### src/rtl/sio_csr_pkg.sv
package sio_csr_pkg;

  localparam int unsigned DW    = 8;
  localparam int unsigned OFS_W = 6;

  localparam logic [OFS_W-1:0] OFS_MODE = 6'h00;
  localparam logic [OFS_W-1:0] OFS_STAT = 6'h04;
  localparam logic [OFS_W-1:0] OFS_CMD  = 6'h08;
  localparam logic [OFS_W-1:0] OFS_DATA = 6'h0C;
  localparam logic [OFS_W-1:0] OFS_INT  = 6'h14;
  localparam logic [OFS_W-1:0] OFS_DIVH = 6'h18;
  localparam logic [OFS_W-1:0] OFS_DIVL = 6'h1C;

  // first mode register bit selecting queue-full receive interrupt
  localparam int unsigned MODE_RXFULL_BIT = 6;
  localparam int unsigned N_MODE          = 2;

  typedef struct packed {
    logic ptr_rst;
    logic rx_rst;
    logic tx_rst;
    logic brk_clr;
    logic tx_on;
    logic tx_off;
    logic rx_on;
    logic rx_off;
  } cmd_act_t;

endpackage

### src/rtl/sio_cmd_dec.sv
module sio_cmd_dec
  import sio_csr_pkg::*;
(
  input  logic       valid_i,
  input  logic [6:0] cmd_i,
  output cmd_act_t   act_o
);

  always_comb begin
    act_o = '0;
    if (valid_i) begin
      unique case (cmd_i[6:4])
        3'd1:    act_o.ptr_rst = 1'b1;
        3'd2:    act_o.rx_rst  = 1'b1;
        3'd3:    act_o.tx_rst  = 1'b1;
        3'd5:    act_o.brk_clr = 1'b1;
        default: ;
      endcase
      unique case (cmd_i[3:2])
        2'd1:    act_o.tx_on  = 1'b1;
        2'd2:    act_o.tx_off = 1'b1;
        default: ;
      endcase
      unique case (cmd_i[1:0])
        2'd1:    act_o.rx_on  = 1'b1;
        2'd2:    act_o.rx_off = 1'b1;
        default: ;
      endcase
    end
  end

endmodule

### src/rtl/sio_tx_hold.sv
module sio_tx_hold #(
  parameter int unsigned W = 8
) (
  input  logic         clk_i,
  input  logic         rst_ni,
  input  logic         load_i,
  input  logic [W-1:0] data_i,
  input  logic         rst_cmd_i,
  input  logic         on_i,
  input  logic         off_i,
  input  logic         ready_i,
  output logic         en_o,
  output logic         empty_o,
  output logic         valid_o,
  output logic [W-1:0] data_o
);

  logic         en_q, empty_q;
  logic [W-1:0] buf_q;

  assign valid_o = en_q & ~empty_q;
  assign en_o    = en_q;
  assign empty_o = empty_q;
  assign data_o  = buf_q;

  always_ff @(posedge clk_i or negedge rst_ni) begin
    if (!rst_ni) begin
      en_q    <= 1'b0;
      empty_q <= 1'b1;
      buf_q   <= '0;
    end else begin
      // later command field wins over the miscellaneous reset
      if (on_i)                        en_q <= 1'b1;
      else if (off_i || rst_cmd_i)     en_q <= 1'b0;

      if (load_i) begin
        empty_q <= 1'b0;
        buf_q   <= data_i;
      end else if (rst_cmd_i || (valid_o && ready_i)) begin
        empty_q <= 1'b1;
      end
    end
  end

endmodule

### src/rtl/sio_rx_fifo.sv
module sio_rx_fifo #(
  parameter int unsigned DEPTH = 4,
  parameter int unsigned W     = 8,
  localparam int unsigned CW   = $clog2(DEPTH + 1)
) (
  input  logic          clk_i,
  input  logic          rst_ni,
  input  logic          clr_i,
  input  logic          pop_i,
  input  logic          wr_i,
  input  logic [W-1:0]  wr_data_i,
  output logic [W-1:0]  head_o,
  output logic [CW-1:0] cnt_o,
  output logic          full_o
);

  logic [W-1:0]  mem_q [DEPTH];
  logic [W-1:0]  mem_n [DEPTH];
  logic [CW-1:0] cnt_q, cnt_n;

  always_comb begin
    mem_n = mem_q;
    cnt_n = cnt_q;
    if (pop_i && cnt_q != '0) begin
      for (int i = 0; i < int'(DEPTH) - 1; i++) mem_n[i] = mem_q[i+1];
      cnt_n = cnt_q - 1'b1;
    end
    if (clr_i) begin
      cnt_n = '0;
    end else if (wr_i) begin
      if (cnt_n == CW'(DEPTH)) begin
        mem_n[DEPTH-1] = wr_data_i;  // overwrite newest entry
      end else begin
        for (int i = 0; i < int'(DEPTH); i++)
          if (CW'(i) == cnt_n) mem_n[i] = wr_data_i;
        cnt_n = cnt_n + 1'b1;
      end
    end
  end

  always_ff @(posedge clk_i or negedge rst_ni) begin
    if (!rst_ni) begin
      cnt_q <= '0;
      for (int i = 0; i < int'(DEPTH); i++) mem_q[i] <= '0;
    end else begin
      cnt_q <= cnt_n;
      mem_q <= mem_n;
    end
  end

  assign head_o = mem_q[0];
  assign cnt_o  = cnt_q;
  assign full_o = (cnt_q == CW'(DEPTH));

endmodule

### src/rtl/sio_csr.sv
module sio_csr
  import sio_csr_pkg::*;
#(
  parameter int unsigned RX_DEPTH = 4,
  parameter logic [7:0]  DIV_HI   = 8'h01,
  parameter logic [7:0]  DIV_LO   = 8'h2C,
  localparam int unsigned CW      = $clog2(RX_DEPTH + 1)
) (
  input  logic       clk_i,
  input  logic       rst_ni,
  input  logic       req_i,
  input  logic       we_i,
  input  logic [5:0] addr_i,
  input  logic [7:0] wdata_i,
  output logic [7:0] rdata_o,
  output logic       tx_valid_o,
  input  logic       tx_ready_i,
  output logic [7:0] tx_data_o,
  input  logic       rx_valid_i,
  output logic       rx_ready_o,
  input  logic [7:0] rx_data_i,
  input  logic       rx_break_i,
  output logic       irq_o
);

  logic          wr_en, rd_en;
  logic [DW-1:0] mode_q [N_MODE];
  logic          mode_ptr;
  logic [DW-1:0] imr;
  logic          brk_q, rx_en_q;
  cmd_act_t      act;
  logic          tx_en, tx_empty;
  logic [DW-1:0] rx_head;
  logic [CW-1:0] rx_cnt;
  logic          rx_full, rx_push, rx_nempty;
  logic [DW-1:0] status, isr;

  assign wr_en = req_i & we_i;
  assign rd_en = req_i & ~we_i;

  sio_cmd_dec i_cmd_dec (
    .valid_i (wr_en && addr_i == OFS_CMD),
    .cmd_i   (wdata_i[6:0]),
    .act_o   (act)
  );

  sio_tx_hold #(.W(DW)) i_tx_hold (
    .clk_i     (clk_i),
    .rst_ni    (rst_ni),
    .load_i    (wr_en && addr_i == OFS_DATA),
    .data_i    (wdata_i),
    .rst_cmd_i (act.tx_rst),
    .on_i      (act.tx_on),
    .off_i     (act.tx_off),
    .ready_i   (tx_ready_i),
    .en_o      (tx_en),
    .empty_o   (tx_empty),
    .valid_o   (tx_valid_o),
    .data_o    (tx_data_o)
  );

  assign rx_ready_o = rx_en_q & ~rx_full & ~rx_break_i;
  assign rx_push    = rx_valid_i & rx_ready_o;
  assign rx_nempty  = (rx_cnt != '0);

  sio_rx_fifo #(.DEPTH(RX_DEPTH), .W(DW)) i_rx_fifo (
    .clk_i     (clk_i),
    .rst_ni    (rst_ni),
    .clr_i     (act.rx_rst),
    .pop_i     (rd_en && addr_i == OFS_DATA),
    .wr_i      (rx_push | rx_break_i),
    .wr_data_i (rx_break_i ? '0 : rx_data_i),
    .head_o    (rx_head),
    .cnt_o     (rx_cnt),
    .full_o    (rx_full)
  );

  always_ff @(posedge clk_i or negedge rst_ni) begin
    if (!rst_ni) begin
      for (int i = 0; i < int'(N_MODE); i++) mode_q[i] <= '0;
      mode_ptr <= 1'b0;
      imr      <= '0;
      brk_q    <= 1'b0;
      rx_en_q  <= 1'b0;
    end else begin
      if (wr_en && addr_i == OFS_MODE) begin
        mode_q[mode_ptr] <= wdata_i;
        mode_ptr         <= 1'b1;
      end else if (act.ptr_rst) begin
        mode_ptr <= 1'b0;
      end
      if (wr_en && addr_i == OFS_INT) imr <= wdata_i;
      if (rx_break_i)        brk_q <= 1'b1;
      else if (act.brk_clr)  brk_q <= 1'b0;
      if (act.rx_on)                      rx_en_q <= 1'b1;
      else if (act.rx_off || act.rx_rst)  rx_en_q <= 1'b0;
    end
  end

  assign status = {4'b0, tx_empty, tx_en, rx_full, rx_nempty};
  assign isr    = {5'b0, brk_q,
                   (mode_q[0][MODE_RXFULL_BIT] ? rx_full : rx_nempty),
                   tx_en};
  assign irq_o  = |(isr & imr);

  always_comb begin
    rdata_o = '0;
    if (rd_en) begin
      unique case (addr_i)
        OFS_MODE: rdata_o = mode_q[mode_ptr];
        OFS_STAT: rdata_o = status;
        OFS_DATA: rdata_o = rx_nempty ? rx_head : '0;
        OFS_INT:  rdata_o = isr;
        OFS_DIVH: rdata_o = DIV_HI;
        OFS_DIVL: rdata_o = DIV_LO;
        default:  rdata_o = '0;
      endcase
    end
  end

endmodule

### config.mk
export PLATFORM = sky130hd
export DESIGN_NAME = sio_csr
export DESIGN_NICKNAME = d
export VERILOG_FILES = /design/src/rtl/sio_csr_pkg.sv /design/src/rtl/sio_cmd_dec.sv /design/src/rtl/sio_tx_hold.sv /design/src/rtl/sio_rx_fifo.sv /design/src/rtl/sio_csr.sv
export SDC_FILE = /design/constraint.sdc
export NUM_CORES = 1
export LEC_CHECK = 0
export ABC_AREA = 1
export BUFFER_PORTS_ARGS = -buffer_cell sky130_fd_sc_hd__buf_4
export CORE_MARGIN = 2
export CORE_UTILIZATION = 52
export CTS_CLUSTER_SIZE = 24
export DETAILED_ROUTE_END_ITERATION = 8
export PLACE_DENSITY = 0.76
export SLEW_MARGIN = 10
export SYNTH_ARGS = -nofsm -noshare
export SYNTH_HDL_FRONTEND = slang
export SYNTH_SLANG_ARGS = --single-unit
### constraint.sdc
create_clock -name clk_i -period 1.8 [get_ports clk_i]
set_input_delay 0.36 -clock clk_i [delete_from_list [all_inputs] [get_ports clk_i]]
set_output_delay 0.36 -clock clk_i [all_outputs]
set_load 0.01 [all_outputs]
==> results.py, run 1 <==
metrics = {
    "worst_setup_path": {
        "cp_num_buf_inv": 3,
        "rr_startpoint": "i_rx_fifo.cnt_o[0]",
        "cp-end-kind": "output pin",
        "crit_path_max_fanout": 4,
        "crit_top_cell": "nand2_4",
        "r2r.worst_path.cells": 14,
        "crit_chain": "inv_2 > ha_4 > nand2_4 > nand2_4 > inv_4 > nand2_1 > o21ai_1 > nor3_2 > nor2_1 > buf_4",
        "max_stage_delay_ps": 390,
        "arrival_ps": 1690,
        "cp_top_family": "simple AND/OR/NAND/NOR gates",
        "required_ps": 1440,
        "worstSetupPathDepth": 10,
        "setup.worst_path.start_class": "flip-flop",
        "crit_type": "flip-flop to output pin",
        "cpMaxStageDelayCell": "dfrtp_1",
        "crit_start": "i_rx_fifo.cnt_o[0]",
    },
    "routing": {
        "via_count": 3529,
        "via_per_inst": 5.18,
        "routed_wl_mm": 10.3,
        "dr.pass1.iters": 5,
        "wl_per_cell_um": 15.2,
        "ant_nets": 0,
        "route.detailed.drc": 0,
        "drt_iter0_drc": 293,
    },
    "flow_run": {
        "drv_cap": 0,
    },
    "min_path": {
        "hold_path_class": "input pin to flip-flop",
        "hold_depth": 2,
        "min-delay-start": "wdata_i[1]",
    },
    "place": {
        "pre_cts_ws_ps": -118,
        "hpwl_mm": 6.82,
        "io_buffers": 47,
        "dp_cells": 651,
        "placed_area_um2": 4470,
        "gp_congestion": 0.881,
    },
    "floorplanning": {
        "dieWidth_um": 88.4,
        "io_pins": 48,
        "dieArea_um2": 7810,
        "num_rows": 30,
        "coreArea_um2": 6830,
        "fp.dieH_um": 88.4,
        "initial_core_util": 0.542,
    },
    "pwr": {
        "power_leakage_nw": 2.53,
        "powerDensity_nw_per_um2": 1170,
        "peakVddDrop_uv": 778,
    },
    "sta": {
        "drv_slew": 0,
        "rsz0062_at_grt": "true",
        "fin_tns_setup_ps": -5860,
        "tightestPinTransition_ps": 403,
        "skew_ps": 15.6,
        "fin_ws_ps": -252,
        "setup_viol": 44,
        "max_slew_margin": 0.732,
        "finalHoldViolations": 0,
        "hold_ws_ps": 208,
        "fin_crit_ps": 2050,
        "fmax_mhz": 487,
        "period_share": 1.14,
    },
    "clocking": {
        "clk_latency_ps": 360,
        "cts_sinks": 67,
        "htree_levels": 3,
        "cts_buffers": 9,
        "clk_pin_slew_worst_paths_ps": 90,
        "cts_root_buf": "clkbuf_8",
        "cts_tree": "built",
        "clk_path_buf_depth": 2,
    },
    "final_layout": {
        "n_antenna_cell": 0,
        "drive_above_1_share": 0.349,
        "stdcell_area_um2": 5050,
        "final_nets": 611,
        "area_delta_synth_final_pct": 36.3,
        "layoutNonFillerInstCount": 681,
        "n_fill_cell": 503,
    },
    "synth": {
        "synth.top_cell.area_share": 0.446,
        "synth_area_um2": 3700,
        "synth_fp_nets": 506,
        "synth_top_cells_by_area": "dfrtp_1, nand2_1, o21ai_0",
        "synth_cells": 475,
        "ys_warn_count": 0,
        "syn_area_per_cell_um2": 7.79,
        "yosysTopAreaCell": "dfrtp_1",
        "synth_seq_area_share": 0.453,
        "ys_seq_elements": 67,
        "synth_cell_types": 38,
    },
    "grt": {
        "grt_overflow_total": 0,
        "grt_max_degree": 40,
        "grt_pass1_vias": 3393,
        "grtUsageTotal": 0.270,
        "antenna_found_initial": 0,
        "grt_pass1_wl_mm": 16.0,
    },
    "run_status": {
        "violations": "negative setup slack",
        "status": "finished with violations",
    },
}
## metrics by stage
stage	utilization	power (mW)
after detailed placement	0.655	3.89
after CTS	0.710	5.56
after global routing	0.739	6.24
after global placement	0.655	3.83
after floorplan	-	3.31
final	0.739	5.89
## worst paths after layout
check	slack, ps	end
setup / recovery	-250	rdata_o[0]
hold / removal	210	rx_en_q
setup reg to reg	-170	i_rx_fifo.mem_q[7]
hold reg to reg	470	i_rx_fifo.mem_q[2]
max in group asynchronous	800	i_rx_fifo.mem_q[23]
min in group asynchronous	460	i_tx_hold.en_o
## metal layers
metal,GRT usage,vias up,wire (um)
li1,-,1718,-
met1,0.370,1671,4480
met2,0.425,126,5100
met3,0.0504,14,593
met4,0.107,0,168
met5,0,-,0
## report_power, final
group          switching (mW)  total [mW]  internal (mW)
clock                   0.638        1.43          0.789
sequential              0.242        2.17           1.93
combinational            1.28        2.29           1.01
total                    2.16        5.89           3.73
## sequential cells by signal (all words and copies together), names as in the netlist
register           flops
i_tx_hold.en_o         1
mode_q                16
i_rx_fifo.head_o       8
i_rx_fifo.cnt_o        3
rx_en_q                1
mode_ptr               1
imr                    3
i_tx_hold.data_o       8
i_tx_hold.empty_o      1
brk_q                  1
i_rx_fifo.mem_q       24
## layout by cell type (no fill, tap or decap), types with 3 or more instances in the layout
| cell type | n |
|---|---|
| a21oi_1 | 16 |
| nor3_2 | 4 |
| inv_4 | 3 |
| nor3_1 | 3 |
| nand3_1 | 16 |
| clkbuf_8 | 9 |
| nor2_8 | 3 |
| buf_4 | 95 |
| buf_6 | 5 |
| dfrtp_1 | 66 |
| nand2_1 | 130 |
| o21ai_0 | 38 |
| o31ai_1 | 3 |
| inv_1 | 44 |
| nand2_2 | 15 |
| o21ai_1 | 8 |
| nor2_1 | 42 |
| o21ai_2 | 9 |
| mux2i_1 | 4 |
| inv_2 | 13 |
| nand2_8 | 5 |
| nand4_1 | 4 |
| nand2_4 | 8 |
| nor2_4 | 8 |
## repair_timing
item	in CTS	in global routing
buffers inserted	9	3
endpoints found under the setup margin	25	45
gates cloned	0	1
hold buffers	1	0
pin swaps	14	8
hold endpoints to repair	27	0
gates resized for setup	23	38
## cell families after synthesis
logic type	synth area share
AO/OA/AOI/OAI	0.125
adder cells (fa/ha/maj)	0.00676
multiplexers	0.0108
buffers and inverters	0.0777
flip-flops	0.453
AND/OR/NAND/NOR	0.324
XOR/XNOR	0.00237
## cell usage after synthesis, drive strengths merged
master,number
nor3,7
nand4,5
o21bai,1
xnor2,1
or2,1
a21oi,16
nand3,20
nor4,2
o31ai,3
mux2i,4
buf,5
clkinv,1
dfrtp,66
o211ai,1
nor2,54
inv,60
a211oi,1
nand2,158
o21ai,55
ha,2
a22oi,1
dfstp,1
o22ai,4
clkbuf,6
## layout make-up
class | instances | area [um^2] | area share
clock inverter | 7 | 98.8 | 0.0196
timing repair buffer | 104 | 835 | 0.165
multi-input combinational | 337 | 1950 | 0.387
inverter | 61 | 236 | 0.0469
clock buffer | 9 | 124 | 0.0245
tap | 96 | 120 | 0.0238
sequential | 67 | 1680 | 0.333
(Power assumes the default switching activity.)
==> run 2, diff against run 1 <==
Settings changed: SKIP_CTS_REPAIR_TIMING set to 1, SLEW_MARGIN 10 to 20.
==> run 2 against run 1 <==
Against the previous run: the flow still finishes with violations (negative setup slack); via count grew 0.60%; wire length down 1.5%; global-route usage decreased by 1.3 points; combinational power fell by 2%; worst hold slack lost 2.4 ps; sequential share of layout area grew 0.40 points; clock skew fell by 3.4 ps; largest power group unchanged.
==> results.py, run 2 (synthesis gave the netlist of run 1 again) <==
metrics = {
    "final_layout": {
        "n_fill_cell": 525,
        "largest_reg_flops": 24,
        "top_register": "i_rx_fifo.mem_q",
        "drive_above_1_share": 0.332,
        "largestRegisters": "i_rx_fifo.mem_q (24), mode_q (16)",
        "layoutNonFillerInstCount": 678,
        "final_cell_mix": "nand2_1, buf_4, dfrtp_1, inv_1, nor2_1",
        "final_nets": 608,
        "n_antenna_cell": 0,
        "area_delta_synth_final_pct": 34.7,
        "final_common_cell": "nand2_1",
    },
    "floorplanning": {
        "dieWidth_um": 88.4,
        "initial_core_util": 0.542,
        "io_pins": 48,
        "fp.dieH_um": 88.4,
        "coreArea_um2": 6830,
        "dieArea_um2": 7810,
        "num_rows": 30,
    },
    "routing": {
        "via_count": 3550,
        "dr_wl_met3_um": 514,
        "dr.pass1.iters": 5,
        "via_per_inst": 5.24,
        "routed_wl_mm": 10.2,
        "met1_length_mm": 4.37,
        "wl_met2_mm": 5.10,
        "route.detailed.drc": 0,
        "wl_per_cell_um": 15.0,
        "drt_iter0_drc": 263,
        "ant_nets": 0,
        "routed.top_layer": "met4",
    },
    "pwr": {
        "power_leakage_nw": 2.51,
        "powerDensity_nw_per_um2": 1170,
        "peakVddDrop_uv": 789,
    },
    "flow_run": {
        "drv_cap": 0,
    },
    "clocking": {
        "cts_root_buf": "clkbuf_8",
        "clk_latency_ps": 360,
        "cts_tree": "built",
        "htree_levels": 3,
        "cts_sinks": 67,
        "clk_pin_slew_worst_paths_ps": 80,
        "clk_path_buf_depth": 2,
        "cts_buffers": 9,
    },
    "grt": {
        "grt_max_degree": 40,
        "grt_pass1_vias": 3270,
        "antenna_found_initial": 0,
        "grt_pass1_wl_mm": 15.3,
        "grt_overflow_total": 0,
        "grtUsageTotal": 0.257,
    },
    "worst_setup_path": {
        "crit_chain": "inv_2 > ha_4 > nand2_4 > buf_6 > inv_2 > o22ai_2 > nor3_1 > nor2_1 > buf_4",
        "crit_path_max_fanout": 4,
        "setup.worst_path.start_class": "flip-flop",
        "arrival_ps": 1770,
        "max_stage_delay_ps": 400,
        "cpMaxStageDelayCell": "dfrtp_1",
        "required_ps": 1440,
        "crit_type": "flip-flop to output pin",
        "crit_top_cell": "inv_2",
        "cp-end-kind": "output pin",
    },
    "sta": {
        "period_share": 1.18,
        "rsz0062_at_grt": "true",
        "fin_tns_setup_ps": -6240,
        "fin_ws_ps": -329,
        "fmax_mhz": 470,
        "max_slew_margin": 0.691,
        "drv_slew": 0,
        "finalHoldViolations": 0,
        "fin_crit_ps": 2130,
        "setup_viol": 43,
        "skew_ps": 12.1,
        "tightestPinTransition_ps": 458,
    },
    "min_path": {
        "hold_path_class": "input pin to flip-flop",
    },
    "run_status": {
        "status": "finished with violations",
        "violations": "negative setup slack",
    },
    "place": {
        "gp_congestion": 0.881,
        "dp_cells": 651,
        "pre_cts_ws_ps": -118,
        "hpwl_mm": 6.82,
        "io_buffers": 47,
    },
}
## run 2: worst paths after layout
kind                                     from  cells past startpoint                   to  slack [ps]
max reg2reg                i_rx_fifo.cnt_o[0]                     13  i_rx_fifo.mem_q[11]        -190
max in group asynchronous              rst_ni                      3  i_rx_fifo.mem_q[23]         790
max                        i_rx_fifo.cnt_o[0]                      9           rdata_o[0]        -330
min reg2reg                i_rx_fifo.mem_q[2]                      2   i_rx_fifo.mem_q[2]         480
min                                wdata_i[1]                      2              rx_en_q         210
min in group asynchronous              rst_ni                      2       i_tx_hold.en_o         460
## run 2: per-layer routing
layer | global-route usage | vias up
li1 | - | 1715
met3 | 0.0429 | 19
met2 | 0.400 | 117
met5 | 0 | -
met4 | 0.0923 | 0
met1 | 0.365 | 1699
## run 2: worst max-delay path: cells and delay by family (launching register included)
kind                     cells  cell delay, ps
AND/OR/NAND/NOR              3             380
adder cells (fa/ha/maj)      1             170
AO/OA/AOI/OAI                1              60
buffers and inverters        4             420
flip-flops                   1             400
## run 2: power breakdown
part	internal (mW)	switching [mW]
registers	1.93	0.243
logic	0.981	1.26
clock network	0.789	0.640
## run 2: cell type report
type,instances,area (um^2),share of cell area
inverters,61,239,0.0479
well taps,96,120,0.0241
repair buffers,101,805,0.161
flip-flops and latches,67,1680,0.337
multi-input cells,337,1920,0.385
clock inverters,7,98.8,0.0198
clock buffers,9,124,0.0248
## run 2: metrics by stage
| stage | power (mW) | hold WS, ps | area [um^2] | util |
|---|---|---|---|---|
| final | 5.84 | 206 | 4990 | 0.730 |
| after global routing | 6.19 | 208 | 4990 | 0.730 |
| after CTS | 5.33 | -85.8 | 4690 | 0.687 |
| after detailed placement | 3.89 | 313 | 4470 | 0.655 |
| after global placement | 3.83 | 308 | 4470 | 0.655 |
| after floorplan | 3.31 | 64.4 | 3700 | - |
==> run 3, diff against run 2 <==
Settings changed: PLACE_DENSITY 0.76 to 0.86.
==> run 3 against run 2 <==
Against the previous run: the run still ends with negative setup slack left; worst hold slack better by 2.6 ps; die area unchanged; first-iteration DRC count up 89%; combinational power up 20%; clock skew down 1.6 ps; critical path type unchanged.
==> results.py, run 3 (synthesis gave the netlist of run 1 again) <==
metrics = {
    "run_status": {
        "status": "finished with violations",
        "violations": "negative setup slack",
    },
    "sta": {
        "max_slew_margin": 0.641,
        "fmax_mhz": 462,
        "rsz0062_at_grt": "true",
        "setup_viol": 44,
        "drv_slew": 0,
        "hold_ws_ps": 208,
        "skew_ps": 10.5,
        "finalHoldViolations": 0,
        "fin_ws_ps": -365,
        "period_share": 1.20,
        "tightestPinTransition_ps": 537,
        "fin_crit_ps": 2160,
    },
    "final_layout": {
        "final_cell_mix": "nand2_1, buf_4, dfrtp_1, inv_1, nor2_1",
        "top_register": "i_rx_fifo.mem_q",
        "area_delta_synth_final_pct": 40.5,
        "largestRegisters": "i_rx_fifo.mem_q (24), mode_q (16)",
        "multiInputGateArea_um2": 2060,
        "n_antenna_cell": 0,
        "final_nets": 613,
        "layoutNonFillerInstCount": 683,
        "drive_above_1_share": 0.376,
        "ff_latch_area_um2": 1680,
        "final_common_cell": "nand2_1",
        "largest_reg_flops": 24,
        "n_fill_cell": 417,
    },
    "grt": {
        "grtUsageTotal": 0.260,
        "grt_pass1_wl_mm": 15.5,
        "antenna_found_initial": 0,
        "grt_overflow_total": 0,
        "grt_pass1_vias": 3343,
        "grt_max_degree": 38,
    },
    "routing": {
        "drt_iter0_drc": 496,
        "wl_per_cell_um": 18.5,
        "via_count": 3904,
        "via_per_inst": 5.72,
        "route.detailed.drc": 0,
        "ant_nets": 0,
        "routed_wl_mm": 12.6,
        "dr.pass1.iters": 6,
    },
    "min_path": {
        "hold_path_class": "input pin to flip-flop",
    },
    "pwr": {
        "swShare": 0.412,
        "power_leakage_nw": 2.61,
        "peakVddDrop_uv": 972,
        "p_seq_frac": 0.367,
        "switchingPower_mw": 2.50,
        "p_comb_frac": 0.441,
        "powerDensity_nw_per_um2": 1170,
        "pwr-share-clk": 0.192,
        "p_int_mw": 3.57,
    },
    "floorplanning": {
        "dieArea_um2": 7810,
        "dieWidth_um": 88.4,
        "initial_core_util": 0.542,
        "io_pins": 48,
        "num_rows": 30,
        "fp.dieH_um": 88.4,
        "coreArea_um2": 6830,
    },
    "worst_setup_path": {
        "reg2reg_slack_ps": -320,
        "setup.worst_path.start_class": "flip-flop",
        "cp-end-kind": "output pin",
        "arrival_ps": 1800,
        "crit_path_max_fanout": 5,
        "crit_type": "flip-flop to output pin",
        "required_ps": 1440,
    },
    "clocking": {
        "clk_path_buf_depth": 2,
        "cts_tree": "built",
        "clk_pin_slew_worst_paths_ps": 80,
        "htree_levels": 3,
        "clk_latency_ps": 350,
        "cts_root_buf": "clkbuf_8",
        "cts_buffers": 9,
        "cts_sinks": 67,
    },
    "place": {
        "pre_cts_ws_ps": -187,
        "dp_cells": 649,
        "hpwl_mm": 7.30,
        "gp_congestion": 0.978,
        "io_buffers": 47,
    },
    "flow_run": {
        "drv_cap": 0,
    },
}
-- run 3: changes by cell type in the layout (fill, tap and decap cells not counted), sizes merged --
cell      before  now
clkbuf         9   10
clkinv         3    4
buf          100  103
bufinv         2    0
nand2        158  159
clkinvlp       1    2
-- run 3: layout make-up --
class | instances | area share
Inverter | 61 | 0.0484
Clock buffer | 9 | 0.0238
Sequential cell | 67 | 0.323
Multi-Input combinational cell | 338 | 0.397
Timing Repair Buffer | 105 | 0.175
Tap cell | 96 | 0.0231
Clock inverter | 7 | 0.00987
-- run 3: path summary, 6_finish.rpt --
check,start,endpoint,depth (start not counted)
max in group asynchronous,rst_ni,i_rx_fifo.head_o[1],3
max reg2reg,i_rx_fifo.cnt_o[0],i_rx_fifo.head_o[4],14
min,wdata_i[1],rx_en_q,2
min in group asynchronous,rst_ni,mode_q[3],2
max,i_rx_fifo.cnt_o[0],rdata_o[3],9
min reg2reg,mode_q[0],mode_q[0],2
-- run 3: critical path, stage by stage (launching register included) --
cell	delay, ps
dfrtp_1	400
inv_2	70
ha_4	200
nand2_8	110
nand2_8	70
buf_6	130
o22ai_2	100
nor3_1	60
nor2_1	160
buf_4	140
-- run 3: power groups by stage --
stage | sequential (mW) | clock (mW) | combinational [mW]
floorplan | 2.12 | 0 | 1.19
global placement | 2.16 | 0 | 1.62
detailed placement | 2.18 | 0 | 1.73
CTS | 2.15 | 1.16 | 1.73
global route | 2.26 | 1.23 | 2.84
finish | 2.23 | 1.16 | 2.68
-- run 3: metrics by stage --
stage                util  area [um^2]  power, mW  TNS [ps]
detailed placement  0.654         4470       3.91     -3930
finish              0.761         5200       6.07    -11370
global route        0.761         5200       6.34    -13180
CTS                 0.680         4640       5.05     -6410
global placement    0.654         4470       3.78     -1050
floorplan               -         3700       3.31         0
-- run 3: per-layer routing --
layer / up-vias / routed length, um / global-route usage
met3: 67 / 850 / 0.0504
met5: - / 0 / 0
met2: 245 / 6530 / 0.443
li1: 1729 / - / -
met1: 1863 / 4580 / 0.319
met4: 0 / 677 / 0.121
